### src/rtl/mesh_matmul3.sv
module mesh_matmul3 #(
  parameter int N  = 3,
  parameter int DW = 8,
  parameter int AW = 20
) (
  input  logic                 clk,
  input  logic                 rst_n,
  input  logic                 start,
  input  logic [N*N*DW-1:0]    a_in,
  input  logic [N*N*DW-1:0]    b_in,
  output logic                 done,
  output logic [N*N*AW-1:0]    c_out
);

  localparam int LAST  = 3*N-2;
  localparam int CW    = $clog2(LAST+1);
  localparam int DEPTH = 2*N-1;

  logic          run;
  logic [CW-1:0] step;
  logic          go;

  assign go = start & ~run;

  always_ff @(posedge clk or negedge rst_n) begin
    if (!rst_n) begin
      run  <= 1'b0;
      step <= '0;
      done <= 1'b0;
    end else begin
      done <= 1'b0;
      if (go) begin
        run  <= 1'b1;
        step <= '0;
      end else if (run) begin
        step <= step + 1'b1;
        if (step == CW'(LAST-1)) begin
          run  <= 1'b0;
          done <= 1'b1;
        end
      end
    end
  end

  logic signed [DW-1:0] abuf [N][DEPTH];
  logic signed [DW-1:0] bbuf [N][DEPTH];

  for (genvar r = 0; r < N; r++) begin : g_edge
    for (genvar d = 0; d < DEPTH; d++) begin : g_slot
      logic signed [DW-1:0] ld_a, ld_b, nx_a, nx_b;

      if (d >= r && d < r + N) begin : g_val
        assign ld_a = a_in[(r*N + (d-r))*DW +: DW];
        assign ld_b = b_in[((d-r)*N + r)*DW +: DW];
      end else begin : g_pad
        assign ld_a = '0;
        assign ld_b = '0;
      end

      if (d == DEPTH-1) begin : g_tail
        assign nx_a = '0;
        assign nx_b = '0;
      end else begin : g_mid
        assign nx_a = abuf[r][d+1];
        assign nx_b = bbuf[r][d+1];
      end

      always_ff @(posedge clk or negedge rst_n) begin
        if (!rst_n) begin
          abuf[r][d] <= '0;
          bbuf[r][d] <= '0;
        end else if (go) begin
          abuf[r][d] <= ld_a;
          bbuf[r][d] <= ld_b;
        end else if (run) begin
          abuf[r][d] <= nx_a;
          bbuf[r][d] <= nx_b;
        end
      end
    end
  end

  logic signed [DW-1:0] areg [N][N-1];
  logic signed [DW-1:0] breg [N-1][N];
  logic signed [AW-1:0] acc  [N][N];

  for (genvar i = 0; i < N; i++) begin : g_row
    for (genvar j = 0; j < N; j++) begin : g_col
      logic signed [DW-1:0]   ax, bx;
      logic signed [2*DW-1:0] prod;

      if (j == 0) begin : g_al
        assign ax = abuf[i][0];
      end else begin : g_an
        assign ax = areg[i][j-1];
      end

      if (i == 0) begin : g_bt
        assign bx = bbuf[j][0];
      end else begin : g_bn
        assign bx = breg[i-1][j];
      end

      assign prod = ax * bx;

      always_ff @(posedge clk or negedge rst_n) begin
        if (!rst_n)   acc[i][j] <= '0;
        else if (go)  acc[i][j] <= '0;
        else if (run) acc[i][j] <= acc[i][j] + AW'(prod);
      end

      if (j < N-1) begin : g_ar
        always_ff @(posedge clk or negedge rst_n) begin
          if (!rst_n)   areg[i][j] <= '0;
          else if (go)  areg[i][j] <= '0;
          else if (run) areg[i][j] <= ax;
        end
      end

      if (i < N-1) begin : g_br
        always_ff @(posedge clk or negedge rst_n) begin
          if (!rst_n)   breg[i][j] <= '0;
          else if (go)  breg[i][j] <= '0;
          else if (run) breg[i][j] <= bx;
        end
      end

      assign c_out[(i*N+j)*AW +: AW] = acc[i][j];
    end
  end

endmodule

### config.mk
export PLATFORM = sky130hd
export DESIGN_NAME = mesh_matmul3
export DESIGN_NICKNAME = d
export VERILOG_FILES = /design/src/rtl/mesh_matmul3.sv
export SDC_FILE = /design/constraint.sdc
export NUM_CORES = 2
export LEC_CHECK = 0
export CELL_PAD_IN_SITES_DETAIL_PLACEMENT = 0
export CELL_PAD_IN_SITES_GLOBAL_PLACEMENT = 1
export CORE_ASPECT_RATIO = 0.6
export CORE_MARGIN = 8
export CORE_UTILIZATION = 31
export DETAILED_ROUTE_END_ITERATION = 12
export PLACE_DENSITY = 0.6
export SLEW_MARGIN = 0
export SYNTH_ARGS = -nofsm -noshare
export SYNTH_HDL_FRONTEND = slang
export SYNTH_SLANG_ARGS = --single-unit
### constraint.sdc
create_clock -name clk -period 11.4 [get_ports clk]
set_input_delay 2.28 -clock clk [delete_from_list [all_inputs] [get_ports clk]]
set_output_delay 2.28 -clock clk [all_outputs]
set_load 0.1 [all_outputs]
# ---- Yosys cells after proc, flatten, opt, wreduce, memory -nomap -nowiden
# Index checks and enable logic that the tools add are counted.
dict set report word_totals {
  register_bits 489
  out_inout_bits 181
  input_bits 147
  word_cells 170
}
dict set report classes {
  n_eq_ne 1
  n_reduce_logical 1
  multipliers 9
  n_mux 97
  addsub 10
  bitwise_logic 2
}
# cell n
set op_table {}
lappend op_table {{$mux 8} 71}
lappend op_table {{$mux 20} 18}
lappend op_table {{$add 20x16->20} 9}
lappend op_table {{$mul 8x8->16} 9}
lappend op_table {{$mux 1} 6}
lappend op_table {{$mux 3} 2}
lappend op_table {{$add 3x1->3 const B} 1}
lappend op_table {{$eq 3x3->1 const B} 1}
lappend op_table {{$reduce_bool 2->1} 1}
lappend op_table {{$and 1x1->1} 1}
lappend op_table {{$not 1->1} 1}

# ---- Depth between registers and ports, before layout
dict set report logic_depth {
  ltp_word 4
  ltp_mapped 20
  ltp_nobuf 19
}

# ---- Least setup slack after synthesis
# OpenSTA, ideal clock, no wires.
dict set report synth_timing {
  path_kind {flip-flop to flip-flop}
  from {reg abuf (netlist bit g_row[2].g_col[0].ax[7])}
  to {reg acc (netlist bit c_out[139])}
  required_time_ns 11.267
  stages_incl_launch_ff 18
  t_arrival_ns 5.412
  setup_ns 0.133
  setup_slack_ns 5.855
  synth_period_minus_slack_ns 5.545
  path_buffers 1
  path_cell_list {dfrtp_1 clkbuf_1 and2_1 inv_1 fa_1 inv_1 fa_1 fa_1 fa_1 fa_1 ha_1 a21oi_2 nor2b_1 or4_4 a211o_1 o21ai_2 mux2i_1 nand4_1}
}
dict set report synth_between {
  elab_chain_cells 4
}
# element line_no
set synth_lines {}
lappend synth_lines {{start: declaration} 45} ;# logic signed [DW-1:0] abuf [N][DEPTH];
lappend synth_lines {{start signal: indexed assignment} 73} ;# abuf[r][d] <= ld_a;
lappend synth_lines {{start signal: indexed assignment} 76} ;# abuf[r][d] <= nx_a;
lappend synth_lines {{$mul 8x8->16} 104} ;# assign prod = ax * bx;
lappend synth_lines {{$add 20x16->20} 109} ;# else if (run) acc[i][j] <= acc[i][j] + AW'(prod);
lappend synth_lines {{$mux 20} 109}
lappend synth_lines {{$mux 20} 108} ;# else if (go) acc[i][j] <= '0;
lappend synth_lines {{end signal: indexed assignment} 109}
lappend synth_lines {{end: declaration} 85} ;# logic signed [AW-1:0] acc [N][N];
# Every way passes these cells. The select of a mux whose other input is x is not followed.
# A chain may end at the register's enable or synchronous reset.

# ---- Worst setup path after layout
dict set report layout_timing {
  from {reg breg (netlist bit g_row[2].g_col[2].bx[0])}
  to {reg acc (netlist bit c_out[178])}
}
dict set report layout_between {
  elab_chain_cells 4
}
# element line_no
set layout_lines {}
lappend layout_lines {{start: declaration} 84} ;# logic signed [DW-1:0] breg [N-1][N];
lappend layout_lines {{start signal: indexed assignment} 122} ;# if (!rst_n) breg[i][j] <= '0;
lappend layout_lines {{start signal: indexed assignment} 123} ;# else if (go) breg[i][j] <= '0;
lappend layout_lines {{start signal: indexed assignment} 124} ;# else if (run) breg[i][j] <= bx;
lappend layout_lines {{$mul 8x8->16} 104}
lappend layout_lines {{$add 20x16->20} 109}
lappend layout_lines {{$mux 20} 109}
lappend layout_lines {{$mux 20} 108}
# Every way passes these cells. The select of a mux whose other input is x is not followed.

==> results.json <==
{
  "grt_pass1_wl_mm": 236,
  "timing_worst_setup_path_type": "flop to flop",
  "worst_clock_skew_ns": 0.0534,
  "first_pass_iters": 8,
  "startpoint_type": "flop",
  "htree_num_levels": 2,
  "syn_nets": 6405,
  "crit_fanout": 13,
  "antenna_found_initial": 12,
  "r2r_cells": 16,
  "die_area_sq_um": 178000,
  "ys_seq_elements": 473,
  "grt_overflow": 0,
  "rsz0062_at_grt": "false",
  "synth-main-ff-cell": "dfrtp_1",
  "clockBufferDepth": 3,
  "rr_endpoint": "c_out[178]$_DFFE_PN0P_",
  "worstMarginPinSlew_ns": 1.19,
  "ys_warn_count": 0,
  "num_rows": 115,
  "regToRegSetupSlack_ns": 5.28,
  "drive_gt1_frac": 0.0309,
  "setup_tns_ns": 0,
  "hold_viol": 0,
  "reg2reg_from": "g_row[2].g_col[2].bx[0]$_DFFE_PN0P_",
  "grt.total_usage": 0.170,
  "path_clk_slew_ns": 0.07,
  "ys_seq_area_frac": 0.233,
  "post-route-period-util": 0.537,
  "start_util": 0.311,
  "slew_viol_final": 0,
  "die_w_um": 539,
  "ant_nets": 0,
  "cts_tree": "built",
  "setup_viol": 0,
  "timing.final.crit_period_ns": 6.12,
  "crit_required_ns": 11.98,
  "areaGrowthSynthToFinish_pct": 14.6,
  "syn_area_sq_um": 50900,
  "clk_latency_ns": 0.72,
  "holdPathEnd": "g_edge[0].g_slot[0].nx_a[3]$_DFFE_PN0P_",
  "grt_max_degree": 173,
  "io_buffer_count": 327,
  "maxCapViolations": 0,
  "hp-class": "flop to flop",
  "ys_types": 67,
  "core-area_sq_um": 163000,
  "max_freq_mhz": 163,
  "dpl.hpwl_mm": 117,
  "arrival_ns": 6.70,
  "wl_mm": 150,
  "drcViolationCount": 0,
  "whs_path_depth": 2,
  "cp-end-kind": "flop",
  "avgSynthCellArea_sq_um": 10.1,
  "status": "finished clean",
  "dr_total_vias": 34997,
  "post_cts_buffers": 0,
  "dieHeight_um": 330,
  "hp-start": "g_edge[0].g_slot[1].nx_a[3]$_DFFE_PN0P_",
  "grt_pass1_vias": 36426,
  "cts_made_buffers": 59,
  "synth-edff-count": 0,
  "routedWlPerCell_um": 20.1,
  "syn_inst": 5050,
  "cts_sinks": 473,
  "cts_hold_buf": 0,
  "async_flop_share": 1.00,
  "cts_resized": 0,
  "drt_iter0_drc": 2136,
  "ios": 328,
  "post_drt_via_cell_ratio": 4.70,
  "finalNetCount": 6587,
  "cts_root_buffer": "clkbuf_16",
  "maxSlewHeadroom": 0.206,
  "gp_congestion": 0.821
}
-- sequential cells by signal (all words and copies together), names as in the netlist --
name	flops
g_row.g_col.bx	72
g_edge.g_slot.nx_b	72
step	3
run	1
c_out	180
g_row.g_col.ax	72
done	1
g_edge.g_slot.nx_a	72
-- final cells by class --
class                      instances  area (sq um)
sequential                       473         11800
timing repair buffer             350          3470
fill                           16409        105000
antenna                            4          10.0
multi-input combinational       3460         34800
inverter                         888          3340
clock inverter                    32           473
clock buffer                      77          1630
tap                             2164          2710
-- cell usage after synthesis, types with 10 or more instances --
cell	number	area, sq um
inv_1	888	3330
fa_1	792	15900
nand2_1	522	1960
dfrtp_1	473	11800
ha_1	416	5200
and2_1	296	1850
o21ai_0	276	1380
clkbuf_1	210	788
a22o_1	155	1360
mux2i_1	151	1510
nor2_1	117	439
nand2b_1	87	544
xnor2_1	85	744
nor2b_1	76	475
a21oi_1	71	355
xor2_1	59	517
a21o_1	51	383
nor3_1	34	170
nand3_1	32	160
or3_1	19	119
and3_1	15	93.8
a32o_1	14	140
o211ai_1	14	105
o21a_1	12	90.1
buf_2	11	55.1
nand3b_1	11	82.6
o31ai_1	10	75.1
-- metrics by stage --
| stage | area (sq um) | cells | hold WS, ns | util | worst slack, ns |
|---|---|---|---|---|---|
| 2_1_floorplan | 50900 | 5050 | 0.449 | - | 5.85 |
| 3_3_place_gp | 56200 | 7335 | 0.465 | 0.344 | 5.31 |
| 3_5_place_dp | 56200 | 7335 | 0.466 | 0.344 | 5.28 |
| 4_1_cts | 58300 | 7444 | 0.438 | 0.357 | 5.25 |
| 5_1_grt | 58300 | 7445 | 0.501 | 0.357 | 4.88 |
| 6_report | 58300 | 7448 | 0.443 | 0.357 | 5.28 |
-- cells in the final DEF (no fill, tap or decap), types with 9 or more instances in the layout --
cell,count
a21o_1,51
fa_1,792
nand3_1,32
a32o_1,14
clkinv_2,9
clkbuf_8,9
nor2_1,116
nand3b_1,11
xnor2_1,85
o211ai_1,14
mux2_2,9
a22o_1,155
nor3_1,34
inv_1,887
nand2b_1,87
nand2_1,522
o31ai_1,10
clkbuf_1,9
xor2_1,59
o21ai_0,276
and2_1,296
o2111ai_1,9
o21a_1,12
nor2b_1,76
clkbuf_16,59
or3_1,19
clkdlybuf4s50_1,320
and3_1,15
buf_4,26
ha_1,416
a21oi_1,71
dfrtp_1,472
mux2i_1,151
-- cell families (layout without fill, tap and decap cells) --
logic type	Yosys count	count (layout)	synth area share
compound gates	697	697	0.0919
xor+xnor	144	144	0.0248
fa+ha+maj	1208	1208	0.414
buf+inv	1117	1347	0.0827
flops	473	473	0.233
mux	160	160	0.0317
other cells	0	4	0
simple gates	1251	1251	0.122
-- worst max-delay path, stage by stage (launching register included) --
cell and delay (ns):
dfrtp_1 0.56, and2_1 0.82, inv_1 0.13, fa_1 0.51
inv_1 0.05, fa_1 0.48, fa_1 0.58, fa_1 0.44
fa_1 0.44, ha_1 0.35, o21ai_0 0.19, a21oi_1 0.11
o211ai_1 0.32, a21oi_1 0.23, nor4b_1 0.52, o211ai_1 0.14
o311ai_1 0.13
-- worst max path at each step --
stage | cells after the start | slack [ns] | start | endpoint
after floorplan | 17 | 5.85 | g_row[2].g_col[0].ax[7]$_DFFE_PN0P_ | c_out[139]$_DFFE_PN0P_
after global placement | 16 | 5.31 | g_row[1].g_col[1].bx[0]$_DFFE_PN0P_ | c_out[95]$_DFFE_PN0P_
after detailed placement | 16 | 5.28 | g_row[1].g_col[1].bx[0]$_DFFE_PN0P_ | c_out[95]$_DFFE_PN0P_
after CTS | 16 | 5.25 | g_row[1].g_col[1].bx[0]$_DFFE_PN0P_ | c_out[95]$_DFFE_PN0P_
after global routing | 16 | 4.88 | g_row[1].g_col[1].bx[0]$_DFFE_PN0P_ | c_out[99]$_DFFE_PN0P_
final | 16 | 5.28 | g_row[2].g_col[2].bx[0]$_DFFE_PN0P_ | c_out[178]$_DFFE_PN0P_
-- per-layer routing --
layer | vias up | share of wire | routed length, um | global-route usage
li1 | 16363 | - | - | -
met1 | 17880 | 0.53 | 79400 | 0.272
met2 | 645 | 0.40 | 59700 | 0.235
met3 | 109 | 0.056 | 8410 | 0.0342
met4 | 0 | 0.016 | 2390 | 0.0278
met5 | - | 0 | 0 | 0
Power is not shown: default switching activity piles up to over one toggle a cycle in this logic, so the estimate is an artifact.
